<file path="src/rtl/fc_pkg.sv">
package fc_pkg;
  localparam int XLEN     = 64;
  localparam int MANT_W   = 53;
  localparam int EXP_W    = 13;
  localparam int CNT_W    = 7;
  localparam int PAD_W    = XLEN - MANT_W;
  localparam int MAX_SHIFT = XLEN + 1;

  typedef enum logic [1:0] {
    RM_NE = 2'd0,
    RM_TZ = 2'd1,
    RM_UP = 2'd2,
    RM_DN = 2'd3
  } rmode_e;

  typedef struct packed {
    logic                     sign;
    logic                     nan;
    logic                     inf;
    logic                     zero;
    logic signed [EXP_W-1:0]  exp;
    logic [MANT_W-1:0]        mant;
  } fval_t;

  function automatic logic [1:0] f_class_cc(fval_t v);
    if (v.nan)       return 2'd3;
    else if (v.zero) return 2'd0;
    else if (v.sign) return 2'd1;
    else             return 2'd2;
  endfunction

  // Shift needed to bring the binary point (value = acc * 2^(exp-63)) to bit 0.
  function automatic logic [CNT_W-1:0] f_shift_count(logic signed [EXP_W-1:0] e);
    logic signed [EXP_W-1:0] d;
    d = 13'sd63 - e;
    if (e >= 13'sd63)      return '0;
    else if (e < -13'sd2)  return CNT_W'(MAX_SHIFT);
    else                   return d[CNT_W-1:0];
  endfunction

  function automatic logic f_round_up(rmode_e rm, logic neg, logic lsb,
                                      logic g, logic s);
    case (rm)
      RM_NE:   return g & (s | lsb);
      RM_TZ:   return 1'b0;
      RM_UP:   return (g | s) & ~neg;
      default: return (g | s) & neg;
    endcase
  endfunction

  // Largest magnitude allowed for the given sign and target width.
  function automatic logic [XLEN:0] f_limit(logic wide, logic neg);
    logic [XLEN:0] b;
    b = wide ? ((XLEN+1)'(1) << (XLEN-1)) : ((XLEN+1)'(1) << 31);
    return neg ? b : b - (XLEN+1)'(1);
  endfunction
endpackage

</file>
<file path="src/rtl/fc_rmode_sel.sv">
module fc_rmode_sel
  import fc_pkg::*;
(
  input  logic [3:0] modifier,
  input  logic [1:0] cur_rmode,
  output rmode_e     rm_eff
);
  always_comb begin
    case (modifier)
      4'd1, 4'd4: rm_eff = RM_NE;
      4'd5:       rm_eff = RM_TZ;
      4'd6:       rm_eff = RM_UP;
      4'd7:       rm_eff = RM_DN;
      default:    rm_eff = rmode_e'(cur_rmode);
    endcase
  end
endmodule

</file>
<file path="src/rtl/fc_unpack.sv">
module fc_unpack
  import fc_pkg::*;
(
  input  logic [XLEN-1:0] src,
  input  logic            is_dbl,
  output fval_t           fv
);
  logic [10:0] ef_d;
  logic [51:0] fr_d;
  logic [7:0]  ef_s;
  logic [22:0] fr_s;

  assign ef_d = src[62:52];
  assign fr_d = src[51:0];
  assign ef_s = src[30:23];
  assign fr_s = src[22:0];

  always_comb begin
    if (is_dbl) begin
      fv.sign = src[63];
      fv.nan  = (&ef_d) && (fr_d != '0);
      fv.inf  = (&ef_d) && (fr_d == '0);
      fv.zero = (ef_d == '0) && (fr_d == '0);
      fv.exp  = (ef_d == '0) ? -13'sd1022
                             : $signed({2'b00, ef_d}) - 13'sd1023;
      fv.mant = {(ef_d != '0), fr_d};
    end else begin
      fv.sign = src[31];
      fv.nan  = (&ef_s) && (fr_s != '0);
      fv.inf  = (&ef_s) && (fr_s == '0);
      fv.zero = (ef_s == '0) && (fr_s == '0);
      fv.exp  = (ef_s == '0) ? -13'sd126
                             : $signed({5'b00000, ef_s}) - 13'sd127;
      fv.mant = {(ef_s != '0), fr_s, 29'b0};
    end
  end
endmodule

</file>
<file path="src/rtl/fc_align_shift.sv">
module fc_align_shift
  import fc_pkg::*;
#(
  parameter int W  = XLEN,
  parameter int CW = CNT_W
) (
  input  logic          clk,
  input  logic          rst_n,
  input  logic          load,
  input  logic [W-1:0]  acc_in,
  input  logic [CW-1:0] cnt_in,
  output logic [W-1:0]  mag,
  output logic          guard,
  output logic          sticky,
  output logic          empty
);
  logic [CW-1:0] cnt;

  always_ff @(posedge clk or negedge rst_n) begin
    if (!rst_n) begin
      mag    <= '0;
      cnt    <= '0;
      guard  <= 1'b0;
      sticky <= 1'b0;
    end else if (load) begin
      mag    <= acc_in;
      cnt    <= cnt_in;
      guard  <= 1'b0;
      sticky <= 1'b0;
    end else if (cnt != '0) begin
      sticky <= sticky | guard;
      guard  <= mag[0];
      mag    <= mag >> 1;
      cnt    <= cnt - 1'b1;
    end
  end

  assign empty = (cnt == '0);

  // the shift count handed in never exceeds the cap that bounds latency
  p_count_bound_r9: assert property (@(posedge clk) disable iff (!rst_n)
    load |-> (cnt_in <= CW'(MAX_SHIFT)));
  // once a discarded one is seen, sticky holds until the next load
  p_sticky_hold_r8: assert property (@(posedge clk) disable iff (!rst_n)
    (sticky && !load) |=> sticky);
endmodule

</file>
<file path="src/rtl/fp2int_conv.sv">
module fp2int_conv
  import fc_pkg::*;
(
  input  logic            clk,
  input  logic            rst_n,
  input  logic            start,
  input  logic [63:0]     src,
  input  logic            src_dbl,
  input  logic            tgt_wide,
  input  logic [3:0]      modifier,
  input  logic [1:0]      cur_rmode,
  input  logic [63:0]     old_dst,
  output logic            busy,
  output logic            done,
  output logic [63:0]     dst,
  output logic [1:0]      cc,
  output logic            invalid,
  output logic            inexact
);
  typedef enum logic {S_IDLE, S_SHIFT} state_e;
  state_e state;

  fval_t          fv;
  rmode_e         rm_eff;
  logic           accept;
  logic           big_in;
  logic [CNT_W-1:0] cnt_in;
  logic [XLEN-1:0]  acc_in;

  logic           sign_q, nan_q, big_q, wide_q;
  logic [1:0]     cc_q;
  rmode_e         rm_q;
  logic [63:0]    old_q;

  logic [XLEN-1:0] sh_mag;
  logic            sh_g, sh_s, sh_empty;
  logic            finalize;

  logic            rnd_up;
  logic [XLEN:0]   rnd_sum;
  logic            ovf;
  logic            inval_n;
  logic [63:0]     maxv, minv, res64, dst_n;

  fc_unpack u_unpack (.src(src), .is_dbl(src_dbl), .fv(fv));
  fc_rmode_sel u_rsel (.modifier(modifier), .cur_rmode(cur_rmode), .rm_eff(rm_eff));

  assign accept = start && (state == S_IDLE);
  assign big_in = fv.inf || (!fv.nan && (fv.exp >= 13'sd64));
  assign cnt_in = (fv.nan || big_in || fv.zero) ? '0 : f_shift_count(fv.exp);
  assign acc_in = {fv.mant, {PAD_W{1'b0}}};

  fc_align_shift u_shift (
    .clk(clk), .rst_n(rst_n), .load(accept), .acc_in(acc_in), .cnt_in(cnt_in),
    .mag(sh_mag), .guard(sh_g), .sticky(sh_s), .empty(sh_empty)
  );

  assign finalize = (state == S_SHIFT) && sh_empty;
  assign busy     = (state == S_SHIFT);

  always_ff @(posedge clk or negedge rst_n) begin
    if (!rst_n) begin
      state  <= S_IDLE;
      sign_q <= 1'b0;
      nan_q  <= 1'b0;
      big_q  <= 1'b0;
      wide_q <= 1'b0;
      cc_q   <= 2'd0;
      rm_q   <= RM_NE;
      old_q  <= '0;
    end else if (accept) begin
      state  <= S_SHIFT;
      sign_q <= fv.sign;
      nan_q  <= fv.nan;
      big_q  <= big_in;
      wide_q <= tgt_wide;
      cc_q   <= f_class_cc(fv);
      rm_q   <= rm_eff;
      old_q  <= old_dst;
    end else if (finalize) begin
      state  <= S_IDLE;
    end
  end

  // Rounding, range check and destination merge
  always_comb begin
    rnd_up  = f_round_up(rm_q, sign_q, sh_mag[0], sh_g, sh_s);
    rnd_sum = {1'b0, sh_mag} + {{XLEN{1'b0}}, rnd_up};
    ovf     = big_q || (rnd_sum > f_limit(wide_q, sign_q));
    inval_n = nan_q || ovf;
    maxv    = wide_q ? 64'h7FFF_FFFF_FFFF_FFFF : 64'h0000_0000_7FFF_FFFF;
    minv    = wide_q ? 64'h8000_0000_0000_0000 : 64'h0000_0000_8000_0000;
    if (nan_q)       res64 = minv;
    else if (ovf)    res64 = sign_q ? minv : maxv;
    else if (sign_q) res64 = -rnd_sum[63:0];
    else             res64 = rnd_sum[63:0];
    dst_n = wide_q ? res64 : {old_q[63:32], res64[31:0]};
  end

  always_ff @(posedge clk or negedge rst_n) begin
    if (!rst_n) begin
      done    <= 1'b0;
      dst     <= '0;
      cc      <= 2'd0;
      invalid <= 1'b0;
      inexact <= 1'b0;
    end else begin
      done <= finalize;
      if (finalize) begin
        dst     <= dst_n;
        cc      <= cc_q;
        invalid <= inval_n;
        inexact <= !inval_n && (sh_g || sh_s);
      end
    end
  end

  // done never lasts more than one cycle
  p_done_pulse_r9: assert property (@(posedge clk) disable iff (!rst_n)
    done |=> !done);
  // captured operands cannot move while a conversion is running
  p_capture_stable_r10: assert property (@(posedge clk) disable iff (!rst_n)
    busy |=> $stable(old_q) && $stable(sign_q) && $stable(wide_q) && $stable(rm_q));
  // a narrow result keeps the captured upper half
  p_upper_keep_r4: assert property (@(posedge clk) disable iff (!rst_n)
    (done && !wide_q) |-> (dst[63:32] == old_q[63:32]));
  // a NaN source reports invalid and cc 3
  p_nan_flags_r7: assert property (@(posedge clk) disable iff (!rst_n)
    (done && nan_q) |-> (invalid && cc == 2'd3));
  // invalid and inexact are exclusive
  p_flag_excl_r8: assert property (@(posedge clk) disable iff (!rst_n)
    done |-> !(invalid && inexact));
  // a wide overflow lands on one of the two extreme integers
  p_sat_wide_r6: assert property (@(posedge clk) disable iff (!rst_n)
    (done && invalid && wide_q) |->
      (dst == 64'h7FFF_FFFF_FFFF_FFFF || dst == 64'h8000_0000_0000_0000));
  // results move only on the finishing cycle
  p_hold_r11: assert property (@(posedge clk) disable iff (!rst_n)
    !finalize |=> ($stable(dst) && $stable(cc) && $stable(invalid) && $stable(inexact)));
endmodule

</file>
<file path="config.mk">
export PLATFORM = sky130hd
export DESIGN_NAME = fp2int_conv
export DESIGN_NICKNAME = d
export VERILOG_FILES = /design/src/rtl/fc_pkg.sv /design/src/rtl/fc_rmode_sel.sv /design/src/rtl/fc_unpack.sv /design/src/rtl/fc_align_shift.sv /design/src/rtl/fp2int_conv.sv
export SDC_FILE = /design/constraint.sdc
export NUM_CORES = 1
export LEC_CHECK = 0
export CORE_AREA = 2 2 262 199
export CTS_CLUSTER_DIAMETER = 30
export DETAILED_ROUTE_END_ITERATION = 8
export DIE_AREA = 0 0 264 201
export GPL_ROUTABILITY_DRIVEN = 0
export SLEW_MARGIN = 20
export SYNTH_ARGS = -nofsm -noshare
export SYNTH_HDL_FRONTEND = slang
export SYNTH_HIERARCHICAL = 1
export SYNTH_SLANG_ARGS = --single-unit
</file>
<file path="constraint.sdc">
create_clock -name clk -period 6.2 [get_ports clk]
set_input_delay 0.93 -clock clk [delete_from_list [all_inputs] [get_ports clk]]
set_output_delay 0.93 -clock clk [all_outputs]
set_load 0.05 [all_outputs]
</file>
## Yosys cells after proc, flatten, opt, wreduce, memory -nomap -nowiden

Cells that the tools add are included.

- Output and inout bits: 70
- Flip-flop bits (word level): 215
- Logic and storage cells: 106

- Add/sub/neg operators: 7
- Eq/ne operators: 7
- Multiplexer cells: 30
- Bitwise gates (word level): 7
- Reductions and logical operators: 34
- $lt $le $gt $ge: 4

Operator list:

| operator | number |
|---|---|
| $mux W64 | 9 |
| $mux W70 | 1 |
| $add A64 B1 Y65 | 1 |
| $gt A65 B65 Y1 | 1 |
| $mux W65 | 1 |
| $sub A64 B1 Y65 const B | 1 |
| $neg A64 Y64 | 1 |
| $mux W63 | 1 |
| $logic_not A52 Y1 | 1 |
| $reduce_bool A52 Y1 | 1 |
| $mux W7 | 5 |
| $mux W13 | 2 |
| $logic_not A23 Y1 | 1 |
| $reduce_bool A23 Y1 | 1 |
| $eq A4 B3 Y1 const B | 4 |
| $ge A13 B7 Y1 const B | 1 |
| $ge A13 B8 Y1 const B | 1 |
| $lt A13 B2 Y1 const B | 1 |
| $sub A11 B10 Y12 const B | 1 |
| $logic_not A11 Y1 | 1 |
| $reduce_and A11 Y1 | 1 |
| $reduce_bool A11 Y1 | 1 |
| $logic_and A1 B1 Y1 | 10 |
| $sub A8 B7 Y9 const B | 1 |
| other kinds (22) | 40 |

## Logic depth before layout (Yosys ltp)

- Depth in word-level cells: 10
- Mapped depth: 29

## Modules after synthesis

The synthesis kept the hierarchy.

Modules (own cells, without submodules):

| module | cells an instance | area each (um2) | times used | sequential area each (um2) |
|---|---|---|---|---|
| fp2int_conv | 1233 | 10054.6 | 1 | 2752.6 |
| fc_align_shift | 415 | 3752.3 | 1 | 1826.8 |
| fc_unpack | 169 | 1183.6 | 1 | 0.0 |
| fc_rmode_sel | 9 | 52.6 | 1 | 0.0 |

## Worst setup path after synthesis

No wires, ideal clock.

- Path type: reg-to-reg
- Start: reg sign_q
- End: reg dst[43]
- Setup slack: -225 ps
- Setup time: 82 ps
- Data arrival time: 6343 ps
- Stages on the path, launching flop included: 26
- Period minus slack after synthesis: 6425 ps
- Buffers on the path: 5
- Required time: 6118 ps
- Path through: dfrtp_1 -> inv_1 -> clkbuf_1 -> a2111oi_0 -> ha_1 -> ha_1 -> buf_2 -> and2_1 -> clkbuf_1 -> nand2_1 -> or4_1 -> buf_2 -> o21a_1 -> or2_2 -> ha_1 -> nand2_1 -> nor4_1 -> nand3_1 -> o21ai_0 -> o21a_1 -> a211o_1 -> nand3_1 -> a21oi_1 -> clkbuf_1 -> o21ai_0 -> a31oi_1

- Cells in the longest elaborated chain, start to end: 9
- Elaborated cells on any way between the ends: 14
- Those cells by class: add/sub (2); order compare (1); mux (7); bitwise (3); reduce/logical (1)

RTL lines:

| what | line | text |
|---|---|---|
| start, declared | fp2int_conv.sv:30 | `logic sign_q, nan_q, big_q, wide_q;` |
| start signal, assigned | fp2int_conv.sv:73 | `sign_q <= fv.sign;` |
| $not A1 Y1 | fc_pkg.sv:46 | `RM_UP: return (g \| s) & ~neg;` |
| $and A1 B1 Y1 | fc_pkg.sv:46 |  |
| $pmux W1 S3 | fc_pkg.sv:43 | `case (rm)` |
| $add A64 B1 Y65 | fp2int_conv.sv:88 | `rnd_sum = {1'b0, sh_mag} + {{XLEN{1'b0}}, rnd_up};` |
| $neg A64 Y64 / $gt A65 B65 Y1 (equally long branches) | fp2int_conv.sv:95, fp2int_conv.sv:89 |  |
| $mux W64 / $logic_or A1 B1 Y1 (equally long branches) | fp2int_conv.sv:95, fp2int_conv.sv:89 |  |
| $mux W64 * | fp2int_conv.sv:94 | `else if (ovf) res64 = sign_q ? minv : maxv;` |
| $mux W64 * | fp2int_conv.sv:93 | `if (nan_q) res64 = minv;` |
| $mux W64 * | fp2int_conv.sv:97 | `dst_n = wide_q ? res64 : {old_q[63:32], res64[31:0]};` |
| end signal, assigned | fp2int_conv.sv:110 | `dst <= dst_n;` |
| end, declared | fp2int_conv.sv:15 | `output logic [63:0] dst,` |

Every way passes the cells marked *; elsewhere a longest branch is shown, timed or not.
A chain may end at the register's enable or synchronous reset.

## Worst setup path after layout

- Start: reg u_shift.mag[0]
- End: reg dst[32]

- Cells in the longest elaborated chain, start to end: 9
- Elaborated cells on any way between the ends: 11
- Those cells by class: add/sub (2); order compare (1); mux (5); bitwise (2); reduce/logical (1)

RTL lines:

| what | line | text |
|---|---|---|
| start, declared | fc_align_shift.sv:12 | `output logic [W-1:0] mag,` |
| start signal, assigned | fc_align_shift.sv:26 | `mag <= acc_in;` |
| start signal, assigned | fc_align_shift.sv:33 | `mag <= mag >> 1;` |
| $or A1 B1 Y1 | fc_pkg.sv:44 | `RM_NE: return g & (s \| lsb);` |
| $and A1 B1 Y1 | fc_pkg.sv:44 |  |
| $pmux W1 S3 | fc_pkg.sv:43 |  |
| $add A64 B1 Y65 * | fp2int_conv.sv:88 |  |
| $neg A64 Y64 / $gt A65 B65 Y1 (equally long branches) | fp2int_conv.sv:95, fp2int_conv.sv:89 |  |
| $mux W64 / $logic_or A1 B1 Y1 (equally long branches) | fp2int_conv.sv:95, fp2int_conv.sv:89 |  |
| $mux W64 * | fp2int_conv.sv:94 |  |
| $mux W64 * | fp2int_conv.sv:93 |  |
| $mux W64 * | fp2int_conv.sv:97 |  |

Marked as above.

==> out/qor.log <==
INFO  final_layout   layout-drive-gt1-share=8.91%
INFO  final_layout   fillCellCount=5273
INFO  power_and_ir_drop netSwitchingFraction=52.1%
INFO  final_layout   nNetsFinal=2143
INFO  floorplanning  chipWidth=264um
INFO  synthesis      postSynthAreaPerCell=8.24um^2
INFO  worst_setup_path crit_arrival=6.13ns
INFO  worst_setup_path cp.required=6.58ns
INFO  synthesis      synth_edf_count=0
INFO  floorplanning  io_pins=209
INFO  clock_network  post_cts_buffers=0
INFO  timing         hold_violations=0
INFO  final_layout   n_antenna_cell=0
INFO  synthesis      synth_area=15000um^2
INFO  timing         timing.final.crit_period=5.75ns
INFO  synthesis      synth_top_cell_area_share=30.4%
INFO  global_routing number_of_antenna_violations_at_the_first_check_in_global_routing=0
INFO  worst_setup_path critPathLaunchType=flop
INFO  clock_network  cts-buffers-inserted=17
INFO  synthesis      synthDominantAreaCellType=sky130_fd_sc_hd__dfrtp_1
INFO  timing         worst_clock_skew_on_the_final_layout=0.0175ns
INFO  global_routing grt_use_total=18.5%
INFO  placement      detailed_place_hpwl=36.7mm
INFO  synthesis      ys_ff_latch=183
INFO  clock_network  clk_latency=0.47ns
INFO  global_routing grt_max_degree=196
INFO  power_and_ir_drop switching_power=4.82mW
INFO  floorplanning  floorplan.rows=72
INFO  routing        drt_pass1_iterations=6
INFO  power_and_ir_drop max-vdd-ir-drop=0.219mV
INFO  routing        detail_route.drc_violations=0
INFO  routing        drt-total-wl=49.9mm
INFO  synthesis      ys_async_sr_fraction=100%
INFO  clock_network  clock_tree_root_buffer_cell=sky130_fd_sc_hd__clkbuf_16
INFO  synthesis      synth_flop_cell=sky130_fd_sc_hd__dfrtp_1
INFO  timing         timing.setup.tns=0ns
INFO  power_and_ir_drop pwr_density_cell=511nW/um^2
INFO  clock_network  cts_tree=built
INFO  final_layout   area_growth_syn_to_layout=20.1%
INFO  power_and_ir_drop power.combinational.fraction=61.4%
INFO  power_and_ir_drop p_total=9.24mW
INFO  worst_setup_path crit_path_class=flop to flop
INFO  timing         max_slew_margin_vs_limit=34.1%
INFO  worst_setup_path rrSetupSlack=0.45ns
INFO  floorplanning  core_area=50800um^2
INFO  worst_setup_path crit-reg2reg-launch=u_shift/mag[0]$_DFFE_PN0P_
INFO  timing         rsz0062_at_grt=no
INFO  timing         finalCritPeriodShare=92.8%
INFO  power_and_ir_drop sequentialPowerShare=26.3%
INFO  clock_network  cts.sinks=183
INFO  power_and_ir_drop cell_internal_power_dissipation=4.42mW
INFO  timing         maxSlewViolCount=0
INFO  timing         finalSetupViolCount=0
INFO  synthesis      synth-seq-area-share=30.4%
INFO  routing        via_count=14800
INFO  timing         max_clock_freq=174MHz
INFO  worst_setup_path crit_fanout=17
INFO  synthesis      number_of_standard_cells_after_synthesis=1826
INFO  global_routing grt_first_pass_wirelength=78.7mm
INFO  routing        drtIter0Drc=1242
INFO  synthesis      yosys.cell_types.count=83
INFO  floorplanning  start_util=29.6%
INFO  placement      port_buffers=176
INFO  clock_network  ctsHtreeMaxLevel=4
INFO  power_and_ir_drop clock_power_share=12.3%
INFO  worst_setup_path crit_path_end_kind=flop
INFO  clock_network  clock_transition_at_the_registers_of_the_reported_paths=0.08ns
INFO  floorplanning  die_height=201um
INFO  synthesis      post_synth_main_area_contributors=sky130_fd_sc_hd__dfrtp_1 30%, sky130_fd_sc_hd__ha_1 6.3%, sky130_fd_sc_hd__o21ai_0 4.5%
INFO  worst_setup_path r2r_end=dst[32]$_DFFE_PN0P_
INFO  clock_network  ctsLongestPathBuffers=2
INFO  synthesis      yosys_warnings=6
INFO  global_routing grt_overflow=0
INFO  run            cap_violations=0
INFO  outcome        result_of_the_run=complete, no violations
INFO  worst_setup_path critical_path.startpoint=u_shift/mag[0]$_DFFE_PN0P_
INFO  worst_hold_path worstHoldPathType=input port to asynchronous set/reset pin
INFO  routing        final_antenna_net_count=0
INFO  floorplanning  die_area=53100um^2
INFO  global_routing grt_pass1_vias=14200
INFO  routing        route.detailed.wl_per_inst=19.1um
INFO  power_and_ir_drop p_leak=6.95nW
INFO  routing        viasPerCell=5.66
INFO  worst_setup_path timing.reg2reg.worst_path_depth=24
INFO  timing         timing_worst_slew_pin_value=0.980ns
INFO  worst_setup_path critical_path.endpoint=dst[32]$_DFFE_PN0P_
[metal layers]
layer	vias up	part of all wire [%]	track usage (%)
li1	6977	-	-
met1	7245	43	23.6
met2	469	50	32.0
met3	72	5.2	3.14
met4	0	2.3	5.38
met5	-	0	0
[placed cells by master (no fill, tap or decap), types with 6 or more instances in the layout]
master,netlist,routed
sky130_fd_sc_hd__a21o_1,23,23
sky130_fd_sc_hd__a21oi_1,130,130
sky130_fd_sc_hd__a22o_1,24,24
sky130_fd_sc_hd__a31oi_1,83,83
sky130_fd_sc_hd__and2_1,41,41
sky130_fd_sc_hd__and3_1,17,17
sky130_fd_sc_hd__and4_1,13,13
sky130_fd_sc_hd__buf_4,2,32
sky130_fd_sc_hd__clkbuf_16,0,17
sky130_fd_sc_hd__clkdlybuf4s50_1,0,174
sky130_fd_sc_hd__conb_1,1,11
sky130_fd_sc_hd__dfrtp_1,183,182
sky130_fd_sc_hd__ha_1,76,76
sky130_fd_sc_hd__inv_1,56,56
sky130_fd_sc_hd__mux2_2,58,58
sky130_fd_sc_hd__nand2_1,102,100
sky130_fd_sc_hd__nand2b_1,17,16
sky130_fd_sc_hd__nand3_1,50,49
sky130_fd_sc_hd__nand4_1,58,58
sky130_fd_sc_hd__nor2_1,123,121
sky130_fd_sc_hd__nor2b_1,69,67
sky130_fd_sc_hd__nor3_1,41,41
sky130_fd_sc_hd__nor3b_1,20,20
sky130_fd_sc_hd__nor4_1,48,47
sky130_fd_sc_hd__o211ai_1,8,8
sky130_fd_sc_hd__o21a_1,7,7
sky130_fd_sc_hd__o21ai_0,134,134
sky130_fd_sc_hd__o21ai_1,12,12
sky130_fd_sc_hd__o22ai_1,35,35
sky130_fd_sc_hd__o31a_1,6,6
sky130_fd_sc_hd__o31ai_1,13,13
sky130_fd_sc_hd__o41ai_1,16,16
sky130_fd_sc_hd__or2_2,7,7
sky130_fd_sc_hd__or3_1,13,13
sky130_fd_sc_hd__or4_1,18,17
sky130_fd_sc_hd__xnor2_1,70,69
sky130_fd_sc_hd__xor2_1,32,31
[registers in the layout (all words and copies together) (netlist names)]
name	count
u_shift/guard	1
invalid	1
big_q	1
u_shift/cnt	7
wide_q	1
rm_q	2
old_q	32
done	1
u_shift/mag	64
dst	64
nan_q	1
cc_q	2
u_shift/sticky	1
busy	1
inexact	1
sign_q	1
cc	2
[through the flow]
stage / instances / instance area [um^2] / hold WS, ns / utilization [%] / setup slack (ns)
2_1_floorplan: 1836 / 15100 / 0.439 / - / 0.0795
3_3_place_gp: 2575 / 17400 / 0.460 / 34.3 / 0.277
3_5_place_dp: 2575 / 17400 / 0.466 / 34.3 / 0.217
4_1_cts: 2607 / 18000 / 0.469 / 35.5 / 0.208
5_1_grt: 2607 / 18100 / 0.491 / 35.6 / 0.0413
6_report: 2607 / 18100 / 0.469 / 35.6 / 0.449
[cells in the mapped netlist (20+ instances only)]
library cell / number
sky130_fd_sc_hd__a21o_1: 23
sky130_fd_sc_hd__a21oi_1: 130
sky130_fd_sc_hd__a22o_1: 24
sky130_fd_sc_hd__a31oi_1: 83
sky130_fd_sc_hd__and2_1: 41
sky130_fd_sc_hd__buf_2: 23
sky130_fd_sc_hd__clkbuf_1: 108
sky130_fd_sc_hd__dfrtp_1: 183
sky130_fd_sc_hd__ha_1: 76
sky130_fd_sc_hd__inv_1: 56
sky130_fd_sc_hd__mux2_2: 58
sky130_fd_sc_hd__nand2_1: 102
sky130_fd_sc_hd__nand3_1: 50
sky130_fd_sc_hd__nand4_1: 58
sky130_fd_sc_hd__nor2_1: 123
sky130_fd_sc_hd__nor2b_1: 69
sky130_fd_sc_hd__nor3_1: 41
sky130_fd_sc_hd__nor3b_1: 20
sky130_fd_sc_hd__nor4_1: 48
sky130_fd_sc_hd__o21ai_0: 134
sky130_fd_sc_hd__o22ai_1: 35
sky130_fd_sc_hd__xnor2_1: 70
sky130_fd_sc_hd__xor2_1: 32
[cell families (layout without fill, tap and decap cells)]
family / after synthesis / in the layout / share of synthesized area (%)
xor gates and xnor gates: 102 / 102 / 5.94
other: 1 / 11 / 0.0249
buffers and inverters: 193 / 298 / 5.21
DFF: 183 / 183 / 30.4
AOI/OAI and AO/OA: 543 / 543 / 22.6
adders and majority gates: 76 / 76 / 6.32
and+or+nand+nor: 664 / 664 / 24.7
muxes: 64 / 64 / 4.75
[how the worst min path moves through the flow]
stage	cells after the start	end	startpoint
finish	1	u_shift/mag[5]$_DFFE_PN0P_	rst_n
global route	1	dst[22]$_DFFE_PN0P_	rst_n
CTS	1	dst[22]$_DFFE_PN0P_	rst_n
detailed placement	2	cc[1]$_DFFE_PN0P_	cc_q[1]$_DFFE_PN0P_
global placement	2	dst[21]$_DFFE_PN0P_	dst[21]$_DFFE_PN0P_
floorplan	2	cc[0]$_DFFE_PN0P_	cc_q[0]$_DFFE_PN0P_
[power groups by stage]
stage	clock [mW]	combinational, mW	sequential (mW)
global route	1.22	6.20	2.51
finish	1.14	5.67	2.43
global placement	0	5.46	2.42
floorplan	0	3.40	2.88
detailed placement	0	5.61	2.44
CTS	1.16	5.64	2.42
[critical path, stage by stage, from the launching register on]
cell and delay (ns):
sky130_fd_sc_hd__dfrtp_1 0.45, sky130_fd_sc_hd__nor2_1 0.06, sky130_fd_sc_hd__nor2_1 0.08, sky130_fd_sc_hd__nor2_1 0.04, sky130_fd_sc_hd__a2111oi_1 0.35, sky130_fd_sc_hd__buf_4 0.19
sky130_fd_sc_hd__ha_1 0.19, sky130_fd_sc_hd__nand3_1 0.12, sky130_fd_sc_hd__or4_1 0.65, sky130_fd_sc_hd__nor3_1 0.25, sky130_fd_sc_hd__buf_4 0.21, sky130_fd_sc_hd__nand4_1 0.12
sky130_fd_sc_hd__xor2_1 0.34, sky130_fd_sc_hd__inv_1 0.08, sky130_fd_sc_hd__ha_1 0.30, sky130_fd_sc_hd__a2111oi_0 0.47, sky130_fd_sc_hd__o21ai_0 0.17, sky130_fd_sc_hd__o21ai_0 0.18
sky130_fd_sc_hd__o221a_2 0.26, sky130_fd_sc_hd__a31o_2 0.18, sky130_fd_sc_hd__nand3_4 0.14, sky130_fd_sc_hd__a21oi_1 0.18, sky130_fd_sc_hd__buf_4 0.22, sky130_fd_sc_hd__nand2_2 0.20
sky130_fd_sc_hd__o21ai_0 0.22
[what timing repair did]
| action | CTS | global route |
|---|---|---|
| endpoints found under the setup margin | 0 | 55 |
| hold buffers | 0 | 0 |
| resized for setup | 0 | 7 |
[area by class of cell]
class	count	area (um^2)	area share (%)
clock inverters	15	189	1.05
well taps	666	833	4.61
flip-flops and latches	183	4580	25.4
repair buffers	210	2040	11.3
inverters	56	210	1.16
clock buffers	17	425	2.35
multi-input cells	1460	9790	54.2
(Power assumes the default switching activity.)
